**src/rtl/dl_pkg.sv**
```systemverilog
package dl_pkg;
    localparam int LINE_N    = 2;
    localparam int LINE_ZERO = 0;
    localparam int LINE_ONE  = 1;

    typedef logic [LINE_N-1:0] line_t;

    typedef enum logic [1:0] {
        TX_IDLE,
        TX_DRIVE,
        TX_SETTLE
    } tx_state_e;

    typedef enum logic [1:0] {
        RX_LISTEN,
        RX_ACK,
        RX_DRAIN
    } rx_state_e;
endpackage

```
**src/rtl/dl_sync2.sv**
```systemverilog
module dl_sync2 #(
    parameter int W = 2
) (
    input  logic         clk,
    input  logic         rst_n,
    input  logic [W-1:0] d_i,
    output logic [W-1:0] q_o
);
    logic [W-1:0] meta_q;
    logic [W-1:0] stable_q;

    // Wires idle high, so both stages reset to 1.
    for (genvar g = 0; g < W; g++) begin : g_bit
        always_ff @(posedge clk) begin
            if (!rst_n) begin
                meta_q[g]   <= 1'b1;
                stable_q[g] <= 1'b1;
            end else begin
                meta_q[g]   <= d_i[g];
                stable_q[g] <= meta_q[g];
            end
        end
    end

    assign q_o = stable_q;
endmodule

```
**src/rtl/dl_phase_timer.sv**
```systemverilog
module dl_phase_timer #(
    parameter int LIMIT = 1024
) (
    input  logic clk,
    input  logic rst_n,
    input  logic run_i,
    input  logic restart_i,
    output logic expired_o
);
    localparam int CW = $clog2(LIMIT + 1);

    logic [CW-1:0] cnt_q;

    assign expired_o = run_i && (cnt_q == CW'(LIMIT - 1));

    always_ff @(posedge clk) begin
        if (!rst_n) begin
            cnt_q <= '0;
        end else if (restart_i || !run_i) begin
            cnt_q <= '0;
        end else if (!expired_o) begin
            cnt_q <= cnt_q + CW'(1);
        end
    end
endmodule

```
**src/rtl/dl_sender.sv**
```systemverilog
module dl_sender
    import dl_pkg::*;
#(
    parameter int DATA_W  = 8,
    parameter int TIMEOUT = 1024
) (
    input  logic              clk,
    input  logic              rst_n,
    input  logic [DATA_W-1:0] data_i,
    input  logic              valid_i,
    output logic              ready_o,
    input  line_t             line_s_i,
    output line_t             pull_o,
    output logic              err_o
);
    localparam int BW = (DATA_W > 1) ? $clog2(DATA_W) : 1;

    tx_state_e         state_q, state_d;
    logic [DATA_W-1:0] word_q, word_d;
    logic [BW-1:0]     pos_q, pos_d;
    logic              err_q, err_d;
    logic              expired;
    logic              restart;
    logic              wires_high;
    logic              wires_low;
    logic              last_bit;
    logic              cur_bit;

    assign wires_high = &line_s_i;
    assign wires_low  = ~|line_s_i;
    assign last_bit   = (pos_q == BW'(DATA_W - 1));
    assign cur_bit    = word_q[pos_q];
    assign restart    = (state_d != state_q) || expired;

    dl_phase_timer #(.LIMIT(TIMEOUT)) u_timer (
        .clk       (clk),
        .rst_n     (rst_n),
        .run_i     (state_q != TX_IDLE),
        .restart_i (restart),
        .expired_o (expired)
    );

    // State register
    always_ff @(posedge clk) begin
        if (!rst_n) begin
            state_q <= TX_IDLE;
            word_q  <= '0;
            pos_q   <= '0;
            err_q   <= 1'b0;
        end else begin
            state_q <= state_d;
            word_q  <= word_d;
            pos_q   <= pos_d;
            err_q   <= err_d;
        end
    end

    // Next state
    always_comb begin
        state_d = state_q;
        word_d  = word_q;
        pos_d   = pos_q;
        err_d   = err_q;
        unique case (state_q)
            TX_IDLE: begin
                if (valid_i && wires_high) begin
                    word_d  = data_i;
                    pos_d   = '0;
                    state_d = TX_DRIVE;
                end
            end
            TX_DRIVE: begin
                if (expired) begin
                    err_d   = 1'b1;
                    state_d = TX_IDLE;
                end else if (wires_low) begin
                    state_d = TX_SETTLE;
                end
            end
            TX_SETTLE: begin
                if (expired) begin
                    err_d   = 1'b1;
                    state_d = TX_IDLE;
                end else if (wires_high) begin
                    if (last_bit) begin
                        state_d = TX_IDLE;
                    end else begin
                        pos_d   = pos_q + BW'(1);
                        state_d = TX_DRIVE;
                    end
                end
            end
            default: state_d = TX_IDLE;
        endcase
    end

    // Outputs
    always_comb begin
        pull_o  = '0;
        ready_o = 1'b0;
        unique case (state_q)
            TX_IDLE:   ready_o = wires_high;
            TX_DRIVE: begin
                pull_o[LINE_ONE]  = cur_bit;
                pull_o[LINE_ZERO] = ~cur_bit;
            end
            TX_SETTLE: pull_o = '0;
            default:   pull_o = '0;
        endcase
    end

    assign err_o = err_q;
endmodule

```
**src/rtl/dl_receiver.sv**
```systemverilog
module dl_receiver
    import dl_pkg::*;
#(
    parameter int DATA_W  = 8,
    parameter int TIMEOUT = 1024
) (
    input  logic              clk,
    input  logic              rst_n,
    input  line_t             line_s_i,
    output line_t             pull_o,
    output logic [DATA_W-1:0] data_o,
    output logic              valid_o,
    output logic              err_o
);
    localparam int BW = (DATA_W > 1) ? $clog2(DATA_W) : 1;

    rx_state_e         state_q, state_d;
    logic [DATA_W-1:0] acc_q, acc_d;
    logic [DATA_W-1:0] out_q, out_d;
    logic [BW-1:0]     pos_q, pos_d;
    logic              bit_q, bit_d;
    logic              valid_q, valid_d;
    logic              err_q, err_d;
    logic              expired;
    logic              restart;
    logic              wires_high;
    logic              single_low;
    logic              data_freed;

    assign wires_high = &line_s_i;
    assign single_low = ^line_s_i;
    assign data_freed = bit_q ? line_s_i[LINE_ONE] : line_s_i[LINE_ZERO];
    assign restart    = (state_d != state_q) || expired;

    dl_phase_timer #(.LIMIT(TIMEOUT)) u_timer (
        .clk       (clk),
        .rst_n     (rst_n),
        .run_i     ((state_q != RX_LISTEN) || (pos_q != '0)),
        .restart_i (restart),
        .expired_o (expired)
    );

    // State register
    always_ff @(posedge clk) begin
        if (!rst_n) begin
            state_q <= RX_LISTEN;
            acc_q   <= '0;
            out_q   <= '0;
            pos_q   <= '0;
            bit_q   <= 1'b0;
            valid_q <= 1'b0;
            err_q   <= 1'b0;
        end else begin
            state_q <= state_d;
            acc_q   <= acc_d;
            out_q   <= out_d;
            pos_q   <= pos_d;
            bit_q   <= bit_d;
            valid_q <= valid_d;
            err_q   <= err_d;
        end
    end

    // Next state
    always_comb begin
        state_d = state_q;
        acc_d   = acc_q;
        out_d   = out_q;
        pos_d   = pos_q;
        bit_d   = bit_q;
        valid_d = 1'b0;
        err_d   = err_q;
        unique case (state_q)
            RX_LISTEN: begin
                if (expired) begin
                    err_d   = 1'b1;
                    pos_d   = '0;
                    state_d = RX_DRAIN;
                end else if (single_low) begin
                    // zero wire still high means the one wire is low
                    bit_d   = line_s_i[LINE_ZERO];
                    state_d = RX_ACK;
                end
            end
            RX_ACK: begin
                if (expired) begin
                    err_d   = 1'b1;
                    pos_d   = '0;
                    state_d = RX_DRAIN;
                end else if (data_freed) begin
                    acc_d[pos_q] = bit_q;
                    if (pos_q == BW'(DATA_W - 1)) begin
                        out_d   = acc_d;
                        valid_d = 1'b1;
                        pos_d   = '0;
                    end else begin
                        pos_d = pos_q + BW'(1);
                    end
                    state_d = RX_DRAIN;
                end
            end
            RX_DRAIN: begin
                if (expired) begin
                    err_d = 1'b1;
                    pos_d = '0;
                end else if (wires_high) begin
                    state_d = RX_LISTEN;
                end
            end
            default: state_d = RX_LISTEN;
        endcase
    end

    // Outputs
    always_comb begin
        pull_o = '0;
        unique case (state_q)
            RX_LISTEN: pull_o = '0;
            RX_ACK: begin
                pull_o[LINE_ZERO] = bit_q;
                pull_o[LINE_ONE]  = ~bit_q;
            end
            RX_DRAIN: pull_o = '0;
            default:  pull_o = '0;
        endcase
    end

    assign data_o  = out_q;
    assign valid_o = valid_q;
    assign err_o   = err_q;
endmodule

```
**src/rtl/duallink_top.sv**
```systemverilog
module duallink_top
    import dl_pkg::*;
#(
    parameter int DATA_W  = 8,
    parameter int TIMEOUT = 1024
) (
    input  logic              clk,
    input  logic              rst_n,
    input  logic [DATA_W-1:0] tx_data_i,
    input  logic              tx_valid_i,
    output logic              tx_ready_o,
    output logic [1:0]        tx_pull_o,
    input  logic [1:0]        tx_line_i,
    output logic              tx_err_o,
    input  logic [1:0]        rx_line_i,
    output logic [1:0]        rx_pull_o,
    output logic [DATA_W-1:0] rx_data_o,
    output logic              rx_valid_o,
    output logic              rx_err_o
);
    line_t tx_seen;
    line_t rx_seen;

    dl_sync2 #(.W(LINE_N)) u_tx_sync (
        .clk   (clk),
        .rst_n (rst_n),
        .d_i   (tx_line_i),
        .q_o   (tx_seen)
    );

    dl_sync2 #(.W(LINE_N)) u_rx_sync (
        .clk   (clk),
        .rst_n (rst_n),
        .d_i   (rx_line_i),
        .q_o   (rx_seen)
    );

    dl_sender #(.DATA_W(DATA_W), .TIMEOUT(TIMEOUT)) u_sender (
        .clk      (clk),
        .rst_n    (rst_n),
        .data_i   (tx_data_i),
        .valid_i  (tx_valid_i),
        .ready_o  (tx_ready_o),
        .line_s_i (tx_seen),
        .pull_o   (tx_pull_o),
        .err_o    (tx_err_o)
    );

    dl_receiver #(.DATA_W(DATA_W), .TIMEOUT(TIMEOUT)) u_receiver (
        .clk      (clk),
        .rst_n    (rst_n),
        .line_s_i (rx_seen),
        .pull_o   (rx_pull_o),
        .data_o   (rx_data_o),
        .valid_o  (rx_valid_o),
        .err_o    (rx_err_o)
    );
endmodule

```
**config.mk**
```make
export PLATFORM = sky130hd
export DESIGN_NAME = duallink_top
export DESIGN_NICKNAME = d
export VERILOG_FILES = /design/src/rtl/dl_pkg.sv /design/src/rtl/dl_sync2.sv /design/src/rtl/dl_phase_timer.sv /design/src/rtl/dl_sender.sv /design/src/rtl/dl_receiver.sv /design/src/rtl/duallink_top.sv
export SDC_FILE = /design/constraint.sdc
export NUM_CORES = 1
export LEC_CHECK = 0
export BUFFER_PORTS_ARGS = -buffer_cell sky130_fd_sc_hd__buf_2
export CORE_MARGIN = 2
export CORE_UTILIZATION = 26
export DETAILED_ROUTE_END_ITERATION = 7
export PLACE_DENSITY = 0.44
export SKIP_CTS_REPAIR_TIMING = 1
export SLEW_MARGIN = 25
export SYNTH_ARGS = -nofsm -noshare
export SYNTH_HDL_FRONTEND = slang
export SYNTH_HIERARCHICAL = 1
export SYNTH_SLANG_ARGS = --single-unit
```
**constraint.sdc**
```tcl
create_clock -name clk -period 2.31 [get_ports clk]
set_input_delay 0.5775 -clock clk [delete_from_list [all_inputs] [get_ports clk]]
set_output_delay 0.5775 -clock clk [all_outputs]
set_load 0.02 [all_outputs]
```
After elaboration in Yosys (flattened, before gate mapping)
Cells that the tools add are included.

storage, ports and cells
  memories = 0
  logic and storage cells = 120
  flip-flop bits (word level) = 68
  input port bits = 15
  RAM bits = 0
  ROM bits = 0
  latch bits = 0
  output and inout bits = 16

cells by class
  order comparisons = 3
  add/subtract/negate cells = 4
  div/mod/pow operators = 0
  shifts and indexed selects = 0
  multipliers = 0
  reductions and logical operators = 36
  bitwise operators = 6
  muxes and demuxes = 34
  equality and inequality tests = 16

operators with widths
  cell                                                                           number
  2-bit two-way mux                                                              13
  3-bit two-way mux                                                              8
  11-bit by 1-bit adder with 11-bit output (second input constant)               2
  11-bit by 10-bit == test with 1-bit output (second input constant)             2
  2-bit one-hot mux with 3 select lines                                          2
  3-bit one-hot mux with 2 select lines                                          2
  2-bit AND reduction                                                            5
  2-bit OR reduction                                                             5
  3-bit AND reduction                                                            3
  8-bit bitwise mux                                                              1
  3-bit by 4-bit less-than comparator with 1-bit output (second input constant)  2
  2-bit nonzero test                                                             4
  3-bit by 1-bit adder with 3-bit output (second input constant)                 2
  3-bit == test (second input constant)                                          2
  1-bit two-way mux                                                              6
  2-bit by 1-bit != test with 1-bit output (second input constant)               3
  1-bit inverter                                                                 6
  1-bit logical OR                                                               5
  5-bit AND reduction                                                            1
  2-bit by 1-bit == test with 1-bit output (second input constant)               2
  2-bit == test (second input constant)                                          2
  1-bit logical AND                                                              4
  2-bit zero test                                                                2
  2-bit != test                                                                  2
  11 further kinds                                                               13

Depth between registers and ports, before layout
  depth in word-level cells = 9
  gate-level depth with buffers = 14
  gate-level depth less buffers = 14

Cells and area by module
Netlist, hierarchy kept.

modules (own cells, without submodules)
  module          cells an instance  seq. area each (um^2)  area each (um^2)  times used
  dl_receiver     133                480.5                  1,252.5           1
  dl_phase_timer  58                 220.2                  523.0             2
  dl_sender       94                 280.3                  820.8             1
  dl_sync2        8                  80.1                   105.1             2

Worst setup path before layout
OpenSTA, ideal clock, no wires.

  kind = register to register
  start = register u_receiver.pos_q[0]
  end = register u_receiver.out_q[2] (netlist: u_receiver/data_o[2])
  library setup time = 0.088 ns
  period minus slack after synthesis = 2.525 ns
  arrival time = 2.437 ns
  cell stages (with the launch flop) = 14
  buffers on the path = 3
  path slack = -0.215 ns
  data required time = 2.222 ns
  path through = dfxtp_1 -> buf_2 -> inv_1 -> ha_1 -> or4b_2 -> nand3b_1 -> nor2_1 -> nand2_4 -> inv_6 -> buf_2 -> and4bb_1 -> buf_2 -> a21oi_1 -> a311oi_2

between the ends
  longest elaborated chain between the ends = 5
  elaborated cells between the ends (all ways) = 12
  classes of those cells = order compare (2); eq/ne (1); mux (3); bitwise (1); reduce/logical (5)

ends and longest elaborated chain
  item                                  RTL line              text
  from (decl)                           dl_receiver.sv:20     logic [BW-1:0] pos_q, pos_d;
  from (signal assigned)                dl_receiver.sv:57     pos_q <= pos_d;
  3-bit nonzero test                    dl_receiver.sv:38     .run_i ((state_q != RX_LISTEN) || (pos_q != '0)),
  1-bit logical OR                      dl_receiver.sv:38
  1-bit logical AND                     dl_phase_timer.sv:14  assign expired_o = run_i && (cnt_q == CW'(LIMIT - 1));
  net u_receiver.expired                dl_receiver.sv:24     logic expired;
  1-bit inverter (no source line)       n/a
  4-bit AND reduction (no source line)  n/a
  to (signal assigned)                  dl_receiver.sv:56     out_q <= out_d;
  to (decl)                             dl_receiver.sv:19     logic [DATA_W-1:0] out_q, out_d;

The timed path passes the listed nets, and every way through them passes these cells.
A chain may end at the register's enable or synchronous reset.

Worst setup path in the final report
  start = register u_sender.pos_q[0]
  end = output port tx_pull_o[0]

between the ends
  longest elaborated chain between the ends = 4

ends and longest elaborated chain
  item                                       RTL line            text
  from (decl)                                dl_sender.sv:20     logic [BW-1:0] pos_q, pos_d;
  from (signal assigned)                     dl_sender.sv:53     pos_q <= pos_d;
  1-bit binary-select mux with 3-bit select  dl_sender.sv:32     assign cur_bit = word_q[pos_q];
  1-bit two-way mux (not written as such)    dl_sender.sv:32
  1-bit inverter                             dl_sender.sv:105    pull_o[LINE_ZERO] = ~cur_bit;
  2-bit two-way mux                          dl_sender.sv:101    unique case (state_q)
  to (decl)                                  duallink_top.sv:12  output logic [1:0] tx_pull_o,

No other way between the ends. The select of a mux whose other input is x is not followed.

==> metrics.yaml <==
drt_first_iter_violations: 114
combPwrFrac_pct: 10.3
ys.flop_type: "dfxtp_1"
nets: 446
start_util_pct: 26.49
irDropWorstVdd_mv: 0.2862
cts_tree: "built"
skew_ns: 0.008551
holdPathStages: 1
yosysWarnings: 6
clk_latency_ns: 0.34
via_count: 2807
rows: 41
htree_levels: 3
synth_seq_cells: 68
clkTransAtPathRegs_ns: 0.06
drv_cap: 0
crit_fanout: 4
intPower_w: 0.002219
p_sw_w: 0.0007450
wl_per_cell_um: 13.18
finalHoldViolCount: 0
grt_pass1_wl_mm: 12.84
firstDrtPassIters: 5
worstSetupPathType: "flip-flop to output pin"
drive_gt1_share_pct: 32.78
synth_top_area_share_pct: 40.89
netSwitchingFraction_pct: 25.13
synthesis.nets: 386
finalSetupViolations: 0
min-delay-start: "u_tx_sync/meta_q[1]$_SDFF_PN1_"
dp_hpwl_mm: 5.165
synthTopCellsByArea: "dfxtp_1 41%, mux2i_1 4.8%, ha_1 4.5%"
grt_max_degree: 21
dpl_cell_area_um2: 3802
grt_overflow: 0
syn_inst: 359
portBuffers: 30
worstReg2RegEnd: "u_sender/u_timer/cnt_q[4]$_SDFFE_PP0N_"
die_w_um: 117.2
pin_count: 31
gp_congestion: 0.8301
p_leak_nw: 1.649
required_ns: 1.73
ys_types: 60
die_h_um: 117.2
areaGrowthSynthToFinish_pct: 30.44
r2r_start: "u_sender/state_q[0]$_SDFF_PN0_"
min_to: "u_tx_sync/q_o[1]$_SDFF_PN1_"
track_usage_pct: 12.03
clock_path_buffers: 2
drc: 0
cp-end-kind: "output pin"
hold_ws_ns: 0.4010
r2r_slack_ns: 0.06
num_antenna_cells: 0
rsz0062_at_grt: "true"
fin_cells: 596
relSlewSlack_pct: 68.21
period_minus_slack_ns: 2.258
start_kind: "flip-flop"
synth.most_common_cell: "dfxtp_1"
vias_per_cell: 4.710
final_area_um2: 4343
root_buffer: "clkbuf_16"
numCtsBuffers: 9
synth.cell_area_um2: 3329
routed_wl_mm: 7.857
synth_top_area_cell: "dfxtp_1"
hp-class: "flip-flop to flip-flop"
p_seq_share_pct: 41.4
tightestPinTransition_ns: 0.4768
grt_pass1_vias: 2604
arrival_ns: 1.68
synth.yosys.seq_area_share_pct: 40.89
drv_slew: 0
postSynthAreaPerCell_um2: 9.274
r2r_cells: 14
cts.sinks: 68
die_area_um2: 13730
async_flop_share_pct: 0
clkPwrFrac_pct: 48.3
antenna_found_initial: 0
fmax_mhz: 442.9
outcome: "complete, no violations"
ant_nets: 0
n_fill_cell: 1314
synth_edf_count: 0
placed_cells: 567
power.density_nw_per_um2: 682.5
finalCritPeriodShare_pct: 97.74
coreArea_um2: 12570
synth_common_cells: "68 x dfxtp_1, 31 x nand2_1, 28 x a21oi_1"
## worst max path at each step
stage / from / end / slack, ns / cells after the start
after CTS: u_sender/pos_q[0]$_SDFFE_PN0P_ / tx_pull_o[0] / -0.08 / 4
after global placement: u_sender/state_q[1]$_SDFF_PN0_ / u_sender/u_timer/cnt_q[1]$_SDFFE_PP0N_ / 0.05 / 13
after global routing: u_sender/state_q[0]$_SDFF_PN0_ / u_sender/u_timer/cnt_q[4]$_SDFFE_PP0N_ / -0.09 / 14
after floorplan: u_sender/state_q[1]$_SDFF_PN0_ / u_sender/u_timer/cnt_q[2]$_SDFFE_PP0N_ / 0.001 / 14
after detailed placement: u_sender/state_q[1]$_SDFF_PN0_ / u_sender/u_timer/cnt_q[8]$_SDFFE_PP0N_ / -0.06 / 13
final: u_sender/pos_q[0]$_SDFFE_PN0P_ / tx_pull_o[0] / 0.05 / 4
## cell usage in the layout, fill, tap and decap left out, types with 5 or more instances in the layout
cell / n
nor3_1: 7
nand2b_1: 10
buf_2: 29
and3_1: 5
clkbuf_16: 9
nand3_1: 12
o21ai_0: 11
nor2_1: 16
dfxtp_1: 64
a311oi_1: 6
mux2i_1: 15
a21oi_1: 24
ha_1: 9
a211oi_1: 9
a31oi_1: 7
inv_2: 5
nor3b_1: 6
nor2b_1: 6
or3_1: 5
nand3b_1: 7
buf_4: 30
a21boi_0: 10
nand2_1: 30
## power groups by stage
| stage | clock (W) | sequential, W | combinational, W |
|---|---|---|---|
| 2_1_floorplan | 0 | 0.00125 | 0.000188 |
| 3_3_place_gp | 0 | 0.00125 | 0.000284 |
| 3_5_place_dp | 0 | 0.00126 | 0.000283 |
| 4_1_cts | 0.00147 | 0.00123 | 0.000284 |
| 5_1_grt | 0.00152 | 0.00123 | 0.000339 |
| 6_report | 0.00143 | 0.00123 | 0.000305 |
## cells by family after synthesis
| logic type | after synthesis | synth area share [%] |
|---|---|---|
| simple gates | 139 | 24.77 |
| fa+ha+maj | 12 | 4.509 |
| compound gates | 88 | 17.44 |
| buf+inv | 26 | 3.908 |
| xor+xnor | 6 | 1.578 |
| flops | 68 | 40.89 |
| mux | 20 | 6.914 |
## metrics by stage
stage          power [W]  util (%)  setup slack [ns]  setup TNS (ns)
2_1_floorplan   0.001442         -          0.001161               0
3_3_place_gp    0.001539     30.25           0.05287               0
3_5_place_dp    0.001538     30.25          -0.05848         -0.3875
4_1_cts         0.002987     32.72          -0.07892         -0.5308
5_1_grt         0.003090     34.55          -0.09085         -0.3902
6_report        0.002964     34.55           0.05216               0
## sequential cells by signal, summed over array words and instances (netlist names), 3 cells and up
signal,flops
u_sender/u_timer/cnt_q,11
u_receiver/pos_q,3
u_receiver/u_timer/cnt_q,11
u_sender/word_q,8
u_sender/pos_q,3
u_receiver/acc_q,8
u_receiver/data_o,8
## critical path, cell delays in order (launching register included)
cell,delay (ns)
dfxtp_4,0.37
mux4_2,0.51
mux2i_2,0.19
and2_1,0.17
buf_6,0.12
## layout make-up
class | instances | area [µm²] | area share [%]
multi-input combinational | 265 | 1952 | 44.94
sequential | 68 | 1371 | 31.58
timing repair buffer | 64 | 435.4 | 10.03
clock buffer | 10 | 239.0 | 5.503
tap | 172 | 215.2 | 4.955
clock inverter | 6 | 71.32 | 1.642
inverter | 11 | 58.81 | 1.354
## metal layers
metal | wire [µm] | GRT usage [%]
met5 | 0 | 0
met1 | 3810 | 15.74
met2 | 3638 | 18.58
met4 | 142 | 5.176
met3 | 266 | 3.347
Note: power is estimated with default switching activity, not from simulation.
